[src/rtl/busRecoveryPkg.sv]
package busRecoveryPkg;

  // Strobes from the sequence control to the datapath.
  typedef struct packed {
    logic load;   // capture divisor, clear counters
    logic run;    // pattern is being driven
  } seqStrobe_t;

  // Which part of the pattern the current half-period belongs to.
  typedef enum logic [1:0] {
    PH_TOGGLE    = 2'd0,  // clock pulses, including the not-acknowledge
    PH_STOP_HOLD = 2'd1,  // SCL and SDA both low
    PH_STOP_RISE = 2'd2,  // SCL released, SDA low
    PH_STOP_FREE = 2'd3   // both released
  } seqPhase_e;

  typedef enum logic {
    ST_IDLE = 1'b0,
    ST_RUN  = 1'b1
  } ctrlState_e;

endpackage

[src/rtl/recoveryDatapath.sv]
module recoveryDatapath
  import busRecoveryPkg::*;
#(
  parameter int DIV_W      = 16,
  parameter int NUM_PULSES = 9
) (
  input  logic             clk,
  input  logic             rstN,
  input  seqStrobe_t       strobe,
  input  logic [DIV_W-1:0] halfPeriod,
  output logic             halfEnd,
  output logic             lastHalf,
  output logic             sclDriveLow,
  output logic             sdaDriveLow
);

  // Clock pulses plus the not-acknowledge pulse, two halves each.
  localparam int TOGGLE_HALVES = 2 * (NUM_PULSES + 1);
  // Three more halves for the STOP.
  localparam int TOTAL_HALVES  = TOGGLE_HALVES + 3;
  localparam int IDX_W         = $clog2(TOTAL_HALVES + 1);

  logic [DIV_W-1:0] divLatch;
  logic [DIV_W-1:0] divCnt;
  logic [IDX_W-1:0] halfIdx;
  seqPhase_e        phase;

  // Divisor capture; a zero request becomes the shortest legal half.
  always_ff @(posedge clk) begin
    if (!rstN) begin
      divLatch <= DIV_W'(1);
    end else if (strobe.load) begin
      divLatch <= (halfPeriod == '0) ? DIV_W'(1) : halfPeriod;
    end
  end

  assign halfEnd  = strobe.run && (divCnt == divLatch - DIV_W'(1));
  assign lastHalf = (halfIdx == IDX_W'(TOTAL_HALVES - 1));

  // Clock-within-half counter and half-period index.
  always_ff @(posedge clk) begin
    if (!rstN) begin
      divCnt  <= '0;
      halfIdx <= '0;
    end else if (strobe.load) begin
      divCnt  <= '0;
      halfIdx <= '0;
    end else if (strobe.run) begin
      if (halfEnd) begin
        divCnt <= '0;
        if (!lastHalf) begin
          halfIdx <= halfIdx + IDX_W'(1);
        end
      end else begin
        divCnt <= divCnt + DIV_W'(1);
      end
    end
  end

  // Map the index onto a phase of the pattern.
  always_comb begin
    if (halfIdx < IDX_W'(TOGGLE_HALVES)) begin
      phase = PH_TOGGLE;
    end else if (halfIdx == IDX_W'(TOGGLE_HALVES)) begin
      phase = PH_STOP_HOLD;
    end else if (halfIdx == IDX_W'(TOGGLE_HALVES + 1)) begin
      phase = PH_STOP_RISE;
    end else begin
      phase = PH_STOP_FREE;
    end
  end

  // Open-drain enables; even halves of the toggle phase pull SCL low.
  always_comb begin
    sclDriveLow = 1'b0;
    sdaDriveLow = 1'b0;
    if (strobe.run) begin
      unique case (phase)
        PH_TOGGLE:    sclDriveLow = ~halfIdx[0];
        PH_STOP_HOLD: begin
          sclDriveLow = 1'b1;
          sdaDriveLow = 1'b1;
        end
        PH_STOP_RISE: sdaDriveLow = 1'b1;
        PH_STOP_FREE: ;
        default: ;
      endcase
    end
  end

endmodule

[src/rtl/recoveryCtrl.sv]
module recoveryCtrl
  import busRecoveryPkg::*;
(
  input  logic       clk,
  input  logic       rstN,
  input  logic       startPulse,
  input  logic       recoverEn,
  input  logic       halfEnd,
  input  logic       lastHalf,
  output seqStrobe_t strobe,
  output logic       busy,
  output logic       switchPermit,
  output logic       donePulse
);

  ctrlState_e state;
  logic       permitR;
  logic       doneR;
  logic       acceptStart;

  // A start is only accepted in idle; in run it is dropped.
  assign acceptStart = (state == ST_IDLE) && startPulse;

  assign strobe.load = acceptStart && recoverEn;
  assign strobe.run  = (state == ST_RUN);

  always_ff @(posedge clk) begin
    if (!rstN) begin
      state   <= ST_IDLE;
      permitR <= 1'b0;
      doneR   <= 1'b0;
    end else begin
      permitR <= 1'b0;
      doneR   <= 1'b0;
      unique case (state)
        ST_IDLE: begin
          if (acceptStart) begin
            if (recoverEn) begin
              state <= ST_RUN;
            end else begin
              permitR <= 1'b1;
            end
          end
        end
        ST_RUN: begin
          if (halfEnd && lastHalf) begin
            state   <= ST_IDLE;
            permitR <= 1'b1;
            doneR   <= 1'b1;
          end
        end
        default: state <= ST_IDLE;
      endcase
    end
  end

  assign busy         = (state == ST_RUN);
  assign switchPermit = permitR;
  assign donePulse    = doneR;

endmodule

[src/rtl/busRecoverySeq.sv]
module busRecoverySeq
  import busRecoveryPkg::*;
#(
  parameter int DIV_W      = 16,
  parameter int NUM_PULSES = 9
) (
  input  logic             clk,
  input  logic             rstN,
  input  logic             startPulse,
  input  logic             recoverEn,
  input  logic [DIV_W-1:0] halfPeriod,
  output logic             sclDriveLow,
  output logic             sdaDriveLow,
  output logic             busy,
  output logic             switchPermit,
  output logic             donePulse
);

  seqStrobe_t strobe;
  logic       halfEnd;
  logic       lastHalf;

  recoveryCtrl i_ctrl (
    .clk          (clk),
    .rstN         (rstN),
    .startPulse   (startPulse),
    .recoverEn    (recoverEn),
    .halfEnd      (halfEnd),
    .lastHalf     (lastHalf),
    .strobe       (strobe),
    .busy         (busy),
    .switchPermit (switchPermit),
    .donePulse    (donePulse)
  );

  recoveryDatapath #(
    .DIV_W      (DIV_W),
    .NUM_PULSES (NUM_PULSES)
  ) i_dp (
    .clk         (clk),
    .rstN        (rstN),
    .strobe      (strobe),
    .halfPeriod  (halfPeriod),
    .halfEnd     (halfEnd),
    .lastHalf    (lastHalf),
    .sclDriveLow (sclDriveLow),
    .sdaDriveLow (sdaDriveLow)
  );

endmodule

[config.mk]
export PLATFORM = sky130hd
export DESIGN_NAME = busRecoverySeq
export DESIGN_NICKNAME = d
export VERILOG_FILES = /design/src/rtl/busRecoveryPkg.sv /design/src/rtl/recoveryDatapath.sv /design/src/rtl/recoveryCtrl.sv /design/src/rtl/busRecoverySeq.sv
export SDC_FILE = /design/constraint.sdc
export NUM_CORES = 1
export LEC_CHECK = 0
export ABC_CLOCK_PERIOD_IN_PS = 3800
export BUFFER_PORTS_ARGS = -buffer_cell sky130_fd_sc_hd__buf_2
export CORE_MARGIN = 2
export CORE_UTILIZATION = 45
export DETAILED_ROUTE_END_ITERATION = 16
export PLACE_DENSITY = 0.7
export SLEW_MARGIN = 15
export SYNTH_ARGS = -nofsm -noshare
export SYNTH_HDL_FRONTEND = slang
export SYNTH_SLANG_ARGS = --single-unit
[constraint.sdc]
create_clock -name clk -period 3.8 [get_ports clk]
set_clock_uncertainty 0.2 [all_clocks]
set_input_delay 0.76 -clock clk [delete_from_list [all_inputs] [get_ports clk]]
set_output_delay 0.76 -clock clk [all_outputs]
set_load 0.03 [all_outputs]
==> results of run 1 <==
==> power by group through the flow <==
stage          combinational (uW)  sequential (uW)  clock, uW
2_1_floorplan                 106              448          0
3_3_place_gp                  132              457          0
3_5_place_dp                  134              457          0
4_1_cts                       135              447        274
5_1_grt                       151              450        286
6_report                      135              448        265
==> registers in the layout (all words and copies together) (netlist names) <==
signal	flops
i_dp.halfIdx	5
i_ctrl.donePulse	1
i_ctrl.busy	1
i_dp.divLatch	16
i_ctrl.switchPermit	1
i_dp.divCnt	16
==> worst max path at each step <==
stage / to / depth (start not counted)
final: i_dp.halfIdx[4]$_SDFFE_PP0P_ / 9
after global routing: i_dp.divCnt[4]$_SDFFE_PP0P_ / 9
after CTS: i_dp.halfIdx[4]$_SDFFE_PP0P_ / 9
after detailed placement: i_dp.halfIdx[4]$_SDFFE_PP0P_ / 9
after global placement: i_dp.halfIdx[4]$_SDFFE_PP0P_ / 9
after floorplan: i_dp.halfIdx[4]$_SDFFE_PP0P_ / 8
==> layout by cell type, fill, tap and decap left out, types with 4 or more instances in the layout <==
cell and instances:
clkbuf_8 5, inv_1 12, nor2_1 27, xor2_1 20, nor4_1 12, nor3_1 7
or4_1 5, ha_1 8, and2_1 4, o21ai_0 10, nand2_1 43, xnor2_1 10
dfxtp_1 40, nand4_1 13, nand3_1 12, buf_2 24, a21oi_1 26
==> kinds of logic (layout without fill, tap and decap cells) <==
| logic type | Yosys count | after routing | synth area share [%] |
|---|---|---|---|
| buffers and inverters | 34 | 46 | 6.02 |
| and+or+nand+nor | 151 | 151 | 31.6 |
| xor gates and xnor gates | 30 | 30 | 10.4 |
| AOI/OAI and AO/OA | 59 | 59 | 15.2 |
| DFF | 40 | 40 | 31.8 |
| muxes | 2 | 2 | 0.846 |
| adders and majority gates | 8 | 8 | 3.98 |
==> synth_stat cells (2+ instances only) <==
cell type,number,area share (%)
or4_1,5,1.5
xor2_1,20,7.0
ha_1,8,4.0
a211oi_1,3,0.90
nand2b_1,3,0.75
nand3_1,12,2.4
a21oi_1,26,5.2
xnor2_1,10,3.5
dfxtp_1,40,32
or3_1,3,0.75
a31oi_1,3,0.75
nand2_1,43,6.4
nor3b_1,2,0.60
nand3b_1,2,0.60
and3_1,2,0.50
clkbuf_2,2,0.40
nor2_1,27,4.0
buf_2,5,0.99
o21ai_0,10,2.0
o32ai_1,2,0.70
o31ai_1,3,0.90
nor3_1,7,1.4
inv_1,12,1.8
nand4_1,13,3.2
or2_2,3,0.75
clkbuf_1,12,1.8
buf_6,2,0.90
nor4_1,12,3.0
and2_1,4,0.99
nor2b_1,3,0.75
==> critical path, cell delays in order (launching register included) <==
cell and delay [ns]:
dfxtp_1 0.36, inv_1 0.07, ha_1 0.22, or3b_4 0.44, nor2_1 0.22, nand3_1 0.13
mux2i_1 0.47, nand4_1 0.30, or4_1 0.56, a21oi_1 0.14
==> layout make-up <==
type,count,area share [%]
Timing Repair Buffer,26,4.98
Multi-Input combinational cell,250,57.6
Tap cell,72,3.32
Inverter,13,1.80
Clock buffer,6,2.67
Sequential cell,40,29.5
Clock inverter,1,0.184
==> through the flow <==
step,power (uW),cell area [um^2],utilization [%]
2_1_floorplan,554,2510,-
3_3_place_gp,589,2640,48.5
3_5_place_dp,591,2640,48.5
4_1_cts,855,2720,49.9
5_1_grt,887,2720,49.9
6_report,848,2720,49.9
==> layer usage <==
layer | global-route usage [%] | up-vias | share of wire, %
met5 | 0 | - | 0
met3 | 3.52 | 6 | 5.4
met1 | 26.3 | 1068 | 48
met2 | 30.0 | 69 | 45
met4 | 8.07 | 0 | 1.8
li1 | - | 1176 | -
==> out/metrics.cfg, run 1 <==
[status]
status = completed

[power]
leakagePower_uw = 0.00103
vdd_drop_max_mv = 0.220
swShare_pct = 28.4
power_density_nw_per_um2 = 312
pwr-share-seq_pct = 52.8
intPower_uw = 607
switchingPower_uw = 241
p_clk_share_pct = 31.2
p_comb_share_pct = 16.0

[synth]
syn_avg_cell_area_um2 = 7.76
ys_seq_area_share_pct = 31.8
synth-warning-count = 0
synth-seq-cells = 40
async_flop_share_pct = 0
postSynthCellCount = 324
syn_area_um2 = 2510
ys.flop_type = dfxtp_1
synth_fp_nets = 352
ys_types = 55
synth_edf_count = 0

[sta]
hold_viol_final = 0
finalWorstSetupSlack_ns = 0.616
max_freq_mhz = 314
worst_pin_slew_ns = 0.696
drv_slew = 0
fin_setup_tns_ns = 0
slew_headroom_pct = 53.1
fin_crit_sh_pct = 83.8
min_period_ns = 3.18
whs_ns = 0.282
rsz0062_at_grt = false
setup_viol = 0

[setup_path]
r2r_cells = 9
crit_fanout = 6
startpoint = i_dp.divLatch[0]$_SDFFE_PN1P_
r2r_end = i_dp.halfIdx[4]$_SDFFE_PP0P_
start_kind = flop
setup.worst_path.class = flop to flop
r2r_slack_ns = 0.62
r2r-start = i_dp.divLatch[0]$_SDFFE_PN1P_
worstPathRequired_ns = 3.82
end_kind = flop
arrival_ns = 3.21

[floorplanning]
rows = 27
die_x_um = 78.8
die_h_um = 78.8
initial_core_util_pct = 46.2
core-area_um2 = 5440
io_pins = 25
fp.dieArea_um2 = 6200

[layout]
fin_nets = 364
seq_area_um2 = 801
drive_gt1_share_pct = 13.1
nFillCells = 520
antenna_cells = 0
multi_input_area_um2 = 1560
area_delta_synth_final_pct = 7.96
fin_cells = 408

[clock_network]
cts_resized = 0
cts_root_buf = clkbuf_8
cts_sinks = 40
cts.hold.buffers_added = 0
clk_path_buf_depth = 2
cts_buffers = 5
post_cts_buffers = 0
cts_tree = yes
cts_max_level = 2
clk_latency_ns = 0.29
clk_pin_slew_ns = 0.08

[place]
place_hpwl_um = 4190
gp_congestion = 0.940
dp.cells = 401
io_buffer_count = 24
dp_slack_ns = 0.685

[job]
maxCapViolCount = 0

[routing]
drtIter0Drc = 117
routedWlPerCell_um = 13.6
drt-total-wl_um = 5530
vias = 2319
ant_nets = 0
drcViolationCount = 0
viasPerCell = 5.68
firstDrtPassIters = 4

[global_route]
grt_max_degree = 18
antenna_found_initial = 0
grt_pass1_vias = 2080
grt_pass1_wl_um = 9580
grt-ovfl-total = 0
track_usage_pct = 19.3

[worst_hold_path]
whs_endpoint = i_dp.divLatch[15]$_SDFFE_PN0P_
min_from = i_dp.divLatch[15]$_SDFFE_PN0P_
hp-class = flop to flop
holdPathStages = 2

Power figures use the tool's default switching activity.
==> inputs of run 2 (changes only) <==
Settings changed: ABC_AREA set to 1, ABC_CLOCK_PERIOD_IN_PS 3800 to 2850, PLACE_DENSITY 0.7 to 0.73.
Clock period 3.8 ns to 2.85 ns, I/O delays scaled along.
==> run 2 against run 1 <==
Clock-buffer cell count is 1 lower. Register-to-register slack worse by 0.06 ns. Critical path depth stayed put. Design area is 3.4% higher. Synthesized area is 2.8% lower. Final cell count is 17% higher. Hold slack better by 0.0077 ns. Sequential share of layout area is 0.96 points lower. Critical path type is now flop to primary output. Highest routed layer unchanged.
==> out/metrics.cfg, run 2 <==
[routing]
viasPerCell = 4.76  ; -16%
wl_met1_um = 2670  ; +0.79%
vias = 2270  ; -2.1%
dr_wl_met2_um = 2560  ; +3.0%
dr_wl_met3_um = 243  ; -18%
drcViolationCount = 0  ; unchanged
drtIter0Drc = 113  ; -3.4%
ant_nets = 0  ; unchanged
drt-total-wl_um = 5550  ; +0.34%
top_layer = met4
routedWlPerCell_um = 11.6  ; -14%
firstDrtPassIters = 4  ; unchanged

[global_route]
antenna_found_initial = 0  ; unchanged
grt-ovfl-total = 0  ; unchanged
grt_max_degree = 18  ; unchanged
track_usage_pct = 19.9  ; +0.58 points
grt_pass1_wl_um = 9570  ; -0.15%
grt_pass1_vias = 2168  ; +4.2%

[clock_network]
cts.hold.buffers_added = 0  ; unchanged
cts_buffers = 5  ; unchanged
cts_root_buf = clkbuf_8
cts_tree = yes
clk_pin_slew_ns = 0.08  ; about the same
clk_latency_ns = 0.29  ; about the same
cts_sinks = 40  ; unchanged
clk_path_buf_depth = 2  ; unchanged
post_cts_buffers = 0  ; unchanged
cts_max_level = 2  ; unchanged
cts_resized = 0  ; unchanged

[synth]
synth_most_common_cell = nand2_1
synth_area_leaders = dfxtp_1, nand2_1, nor2_1
async_flop_share_pct = 0  ; unchanged
syn_area_um2 = 2440  ; -2.8%
synth-seq-cells = 40  ; unchanged
syn_avg_cell_area_um2 = 6.48  ; -16%
synth_common_cells = nand2_1, nor2_1, inv_1
ys_types = 32  ; -42%
synth_fp_nets = 405  ; +15%
synth_edf_count = 0  ; unchanged
ys.flop_type = dfxtp_1
postSynthCellCount = 377  ; +16%
synth_top_area_share_pct = 32.8  ; +0.91 points
synth.largest_area_cell = dfxtp_1
synth-warning-count = 0  ; unchanged
ys_seq_area_share_pct = 32.8  ; +0.91 points

[setup_path]
cp_top_family = compound AO/OA/AOI/OAI gates
r2r-start = i_dp.divLatch[0]$_SDFFE_PN1P_
r2r_cells = 13  ; +4
crit_chain = inv_1 > a21oi_1 > inv_1 > a31oi_1 > inv_1 > ha_1 > a21oi_1 > nor3_1 > buf_2
endpoint = sclDriveLow
worstPathRequired_ns = 2.08  ; -1.74 ns
start_kind = flop
r2r_slack_ns = 0.56  ; -0.06 ns
r2r_end = i_dp.divCnt[1]$_SDFFE_PP0P_
arrival_ns = 1.87  ; -1.34 ns
crit_buf_inv = 4  ; +3
setup.worst_path.class = flop to primary output
end_kind = primary output
slowest_stage = dfxtp_1
cp.depth = 9  ; unchanged
startpoint = i_dp.halfIdx[2]$_SDFFE_PP0P_
cpPeakStageDelay_ns = 0.37  ; -0.19 ns
crit_path_frequent_cell = inv_1
crit_fanout = 4  ; -2

[sta]
worst_pin_slew_ns = 0.434  ; -0.262 ns
min_period_ns = 2.64
whs_ns = 0.290  ; +0.00770 ns
fin_crit_sh_pct = 92.6
hold_viol_final = 0  ; unchanged
setup_viol = 0  ; unchanged
slew_headroom_pct = 70.8  ; +18 points
rsz0062_at_grt = false
drv_slew = 0  ; unchanged
fin_setup_tns_ns = 0  ; unchanged
max_freq_mhz = 379

[floorplanning]
fp.dieArea_um2 = 6040  ; -2.6%
die_x_um = 77.7  ; -1.3%
io_pins = 25  ; unchanged
die_h_um = 77.7  ; -1.3%
core-area_um2 = 5170  ; -4.9%
rows = 26  ; -3.7%
initial_core_util_pct = 47.3  ; +1.0 points

[place]
placed_area_um2 = 2650  ; +0.38%
gp_congestion = 0.849  ; -9.7%
place_hpwl_um = 4430  ; +5.6%
io_buffer_count = 24  ; unchanged

[layout]
final_common_cell = nand2_1
layout_common_cells = nand2_1, nor2_1, inv_1
final_area_um2 = 2810  ; +3.4%
drive_gt1_share_pct = 12.0  ; -1.1 points
fin_nets = 434  ; +19%
largestRegisters = i_dp.divCnt: 16 flops, i_dp.divLatch: 16 flops, i_dp.halfIdx: 5 flops
antenna_cells = 0  ; unchanged
final_util_pct = 54.3  ; +4.3 points
area_delta_synth_final_pct = 14.8

[power]
p_comb_share_pct = 13.9  ; -2.1 points
power_density_nw_per_um2 = 509  ; +63%
pwr-share-seq_pct = 41.5  ; -11 points
swShare_pct = 24.2  ; -4.2 points
switchingPower_uw = 346  ; +43%
leakagePower_uw = 0.00133  ; +29%
p_clk_share_pct = 44.6  ; +13 points
intPower_uw = 1080  ; +78%
vdd_drop_max_mv = 0.259  ; +18%

[status]
status = completed

[worst_hold_path]
hp-class = flop to flop

[job]
maxCapViolCount = 0  ; unchanged

-- run 2: cell types whose count changed in the layout (fill, tap and decap cells not counted), sizes merged, moves of 4 or more --
cell / previous run / this run
nand4: 13 / 4
and2: 4 / 0
xor2: 20 / 13
inv: 12 / 55
nor2: 27 / 62
a21oi: 26 / 7
o21ai: 11 / 15
a211oi: 4 / 0
nand3: 12 / 26
nor4: 13 / 6
or4: 5 / 0
xnor2: 10 / 6
nand2: 43 / 110
-- run 2: cell type report --
class	count	area, um^2
clock buffer	5	68.8
clock inverter	3	90.1
fill	487	2370
inverter	55	206
multi-input combinational	277	1410
sequential	40	801
tap	70	87.6
timing repair buffer	27	143
-- run 2: kinds of logic (layout without fill, tap and decap cells) --
group / Yosys count / in the layout / synth area share [%]
AND/OR/NAND/NOR: 221 / 221 / 40.1
buffers and inverters: 60 / 90 / 9.57
flip-flops: 40 / 40 / 32.8
AO/OA/AOI/OAI: 29 / 29 / 6.65
XOR/XNOR: 19 / 19 / 6.81
adder cells (fa/ha/maj): 8 / 8 / 4.09
-- run 2: how the worst min path moves through the flow --
stage / end / start / cells past startpoint / slack, ns
3_5_place_dp: i_dp.divLatch[15]$_SDFFE_PN0P_ / i_dp.divLatch[15]$_SDFFE_PN0P_ / 2 / 0.27
6_report: i_dp.divLatch[15]$_SDFFE_PN0P_ / i_dp.divLatch[15]$_SDFFE_PN0P_ / 2 / 0.29
5_1_grt: i_dp.divLatch[2]$_SDFFE_PN0P_ / halfPeriod[2] / 3 / 0.29
3_3_place_gp: i_dp.divLatch[15]$_SDFFE_PN0P_ / i_dp.divLatch[15]$_SDFFE_PN0P_ / 2 / 0.27
2_1_floorplan: i_dp.divLatch[15]$_SDFFE_PN0P_ / i_dp.divLatch[15]$_SDFFE_PN0P_ / 2 / 0.24
4_1_cts: i_dp.divLatch[15]$_SDFFE_PN0P_ / i_dp.divLatch[15]$_SDFFE_PN0P_ / 2 / 0.29
-- run 2: worst register-to-register path: stages, from the launching register on --
cell and delay [ns]:
dfxtp_1 0.33, inv_1 0.13, ha_1 0.19, nand2_1 0.11
nor2_1 0.21, nand3b_1 0.13, nand2_1 0.09, nand2_1 0.06
nor2_1 0.09, nand3_1 0.12, nor2_4 0.19, inv_2 0.07
nand2_4 0.17, o21ai_0 0.10
-- run 2: per-layer routing --
layer	vias up	GRT usage, %
met3	7	3.72
met2	38	34.4
met1	989	25.0
met5	-	0
met4	0	5.89
li1	1236	-
-- run 2: power groups by stage --
stage          Combinational [uW]  Sequential (uW)  Clock (uW)
6_report                      198              592         638
2_1_floorplan                 144              603           0
4_1_cts                       199              592         652
3_5_place_dp                  198              605           0
3_3_place_gp                  197              605           0
5_1_grt                       229              595         674
-- run 2: stage by stage --
step                setup slack, ns  std cells  total power (uW)
floorplan                     0.355        377               747
global placement              0.572        469               802
detailed placement            0.498        469               803
CTS                           0.157        477              1440
global route                 0.0238        477              1500
finish                        0.212        477              1430
==> inputs of run 3 (changes only) <==
Settings changed: CORE_ASPECT_RATIO set to 0.7, CORE_UTILIZATION 45 to 40, PLACE_DENSITY 0.73 to 0.67.
==> run 3 against run 2 <==
Die area rose by 12%. Critical path depth down 1. Non-clock buffer count decreased by 1. Largest power group is now registers. Via count is 2.1% higher. Maximum frequency decreased by 0.45%. Combinational power about the same. Final cell count up 0.63%. Critical path type unchanged.
==> out/metrics.cfg, run 3 (same netlist as run 2, synthesis figures left out) <==
[status]
status = completed

[setup_path]
crit_chain = inv_1 > ha_1 > a21oi_1 > inv_1 > ha_1 > nand2_1 > inv_1 > buf_2
slowest_stage = dfxtp_1
setup.worst_path.class = flop to primary output
cp_top_family = adder cells
start_kind = flop
crit_path_frequent_cell = inv_1
worstPathRequired_ns = 2.08  ; about the same
cpPeakStageDelay_ns = 0.38  ; about the same
crit_buf_inv = 4  ; unchanged
crit_fanout = 6  ; +2
end_kind = primary output
arrival_ns = 1.88  ; about the same

[clock_network]
cts_root_buf = clkbuf_8
cts_tree = yes
cts_buffers = 5  ; unchanged
clk_path_buf_depth = 2  ; unchanged
cts_sinks = 40  ; unchanged
cts_max_level = 2  ; unchanged
clk_latency_ns = 0.29  ; about the same
clk_pin_slew_ns = 0.08  ; about the same
cts.hold.buffers_added = 0  ; unchanged

[floorplanning]
die_h_um = 69.4  ; -11%
rows = 23  ; -12%
core-area_um2 = 5810  ; +12%
io_pins = 25  ; unchanged
fp.dieArea_um2 = 6760  ; +12%
die_x_um = 97.4  ; +25%
initial_core_util_pct = 42.1  ; -5.2 points

[routing]
drt-total-wl_um = 5930  ; +6.8%
vias = 2318  ; +2.1%
drtIter0Drc = 99  ; -12%
drcViolationCount = 0  ; unchanged
ant_nets = 0  ; unchanged
firstDrtPassIters = 6  ; +2
viasPerCell = 4.83  ; +1.5%
routedWlPerCell_um = 12.3  ; +6.1%

[layout]
final_area_um2 = 2780  ; -0.89%
multi_input_area_um2 = 1420  ; +0.44%
fin_nets = 433  ; -0.23%
largestRegisters = i_dp.divCnt: 16 flops, i_dp.divLatch: 16 flops, i_dp.halfIdx: 5 flops
seq_area_um2 = 801  ; unchanged
antenna_cells = 0  ; unchanged
final_common_cell = nand2_1
area_delta_synth_final_pct = 13.8
drive_gt1_share_pct = 11.6  ; -0.43 points
fin_cells = 480  ; +0.63%
layout_common_cells = nand2_1, nor2_1, inv_1
nFillCells = 605  ; +24%

[place]
placed_area_um2 = 2650  ; about the same
io_buffer_count = 24  ; unchanged
gp_congestion = 0.961  ; +13%
dp.cells = 473  ; +0.85%
place_hpwl_um = 4660  ; +5.3%

[sta]
whs_ns = 0.262  ; -0.0281 ns
fin_crit_sh_pct = 93.0  ; +0.42 points
drv_slew = 0  ; unchanged
setup_viol = 0  ; unchanged
slew_headroom_pct = 61.7  ; -9.1 points
worst_pin_slew_ns = 0.574  ; +0.140 ns
rsz0062_at_grt = false
hold_viol_final = 0  ; unchanged
min_period_ns = 2.65  ; +0.0120 ns
fin_setup_tns_ns = 0  ; unchanged
max_freq_mhz = 377  ; -0.45%

[power]
swShare_pct = 26.2  ; +2.0 points
pwr-share-seq_pct = 44.3  ; +2.8 points
intPower_uw = 988  ; -8.7%
p_clk_share_pct = 40.8  ; -3.8 points
p_comb_share_pct = 14.9  ; +1.0 points
vdd_drop_max_mv = 0.191  ; -26%
power_density_nw_per_um2 = 481  ; -5.5%
power.total_uw = 1340  ; -6.3%
leakagePower_uw = 0.00131  ; -1.5%
switchingPower_uw = 350  ; +1.3%

[worst_hold_path]
hp-class = flop to flop

[global_route]
grt_pass1_vias = 2121  ; -2.2%
antenna_found_initial = 0  ; unchanged
grt_max_degree = 18  ; unchanged
grt_pass1_wl_um = 10000  ; +4.5%
grt-ovfl-total = 0  ; unchanged
track_usage_pct = 18.2  ; -1.7 points

[job]
maxCapViolCount = 0  ; unchanged

## run 3: cell types whose count changed in the layout (fill, tap and decap cells not counted), sizes merged
cell    before  now
buf         27   26
bufinv       3    2
## run 3: path summary, 6_finish.rpt
path,endpoint,from,cells after the start,slack (ns)
worst max-delay path,sdaDriveLow,i_dp.halfIdx[0]$_SDFFE_PP0P_,8,0.20
worst min register to register,i_dp.divLatch[15]$_SDFFE_PN0P_,i_dp.divLatch[15]$_SDFFE_PN0P_,2,0.26
worst max register to register,i_dp.divCnt[1]$_SDFFE_PP0P_,i_dp.divLatch[0]$_SDFFE_PN1P_,13,0.53
worst min-delay path,i_dp.divLatch[15]$_SDFFE_PN0P_,i_dp.divLatch[15]$_SDFFE_PN0P_,2,0.26
## run 3: layout make-up
class | instances | area share (%)
clock buffers | 5 | 2.47
clock inverters | 2 | 2.16
inverters | 55 | 7.42
multi-input cells | 277 | 50.9
flip-flops and latches | 40 | 28.8
well taps | 75 | 3.37
repair buffers | 26 | 4.86
## run 3: power by group through the flow
stage	Combinational [uW]	Sequential, uW	Clock (uW)
3_3_place_gp	193	605	0
2_1_floorplan	144	603	0
4_1_cts	197	592	557
3_5_place_dp	195	605	0
6_report	199	593	546
5_1_grt	227	595	580
## run 3: worst register-to-register path: cells and delay by family (launching register included)
family / cells / cell delay (ns)
and+or+nand+nor: 9 / 1.20
DFF: 1 / 0.32
buffers and inverters: 2 / 0.20
adders and majority gates: 1 / 0.19
AOI/OAI and AO/OA: 1 / 0.09
## run 3: timing repair
item                                   in CTS  in global routing
setup buffers                               0                  0
gates resized for setup                     0                  1
endpoints found under the hold margin       0                  0
setup endpoints to repair                   0                  2
## run 3: per-layer routing
metal	up-vias	routed length (um)	global-route usage [%]	part of all wire, %
li1	1238	-	-	-
met1	1007	3010	26.2	51
met2	60	2310	26.0	39
met3	13	500	5.44	8.4
met4	0	103	5.40	1.7
met5	-	0	0	0
## run 3: through the flow
stage               setup WS [ns]  util, %
floorplan                   0.355        -
global placement            0.536     45.5
detailed placement          0.482     45.5
CTS                         0.150     47.7
global route               0.0368     47.8
finish                      0.200     47.8
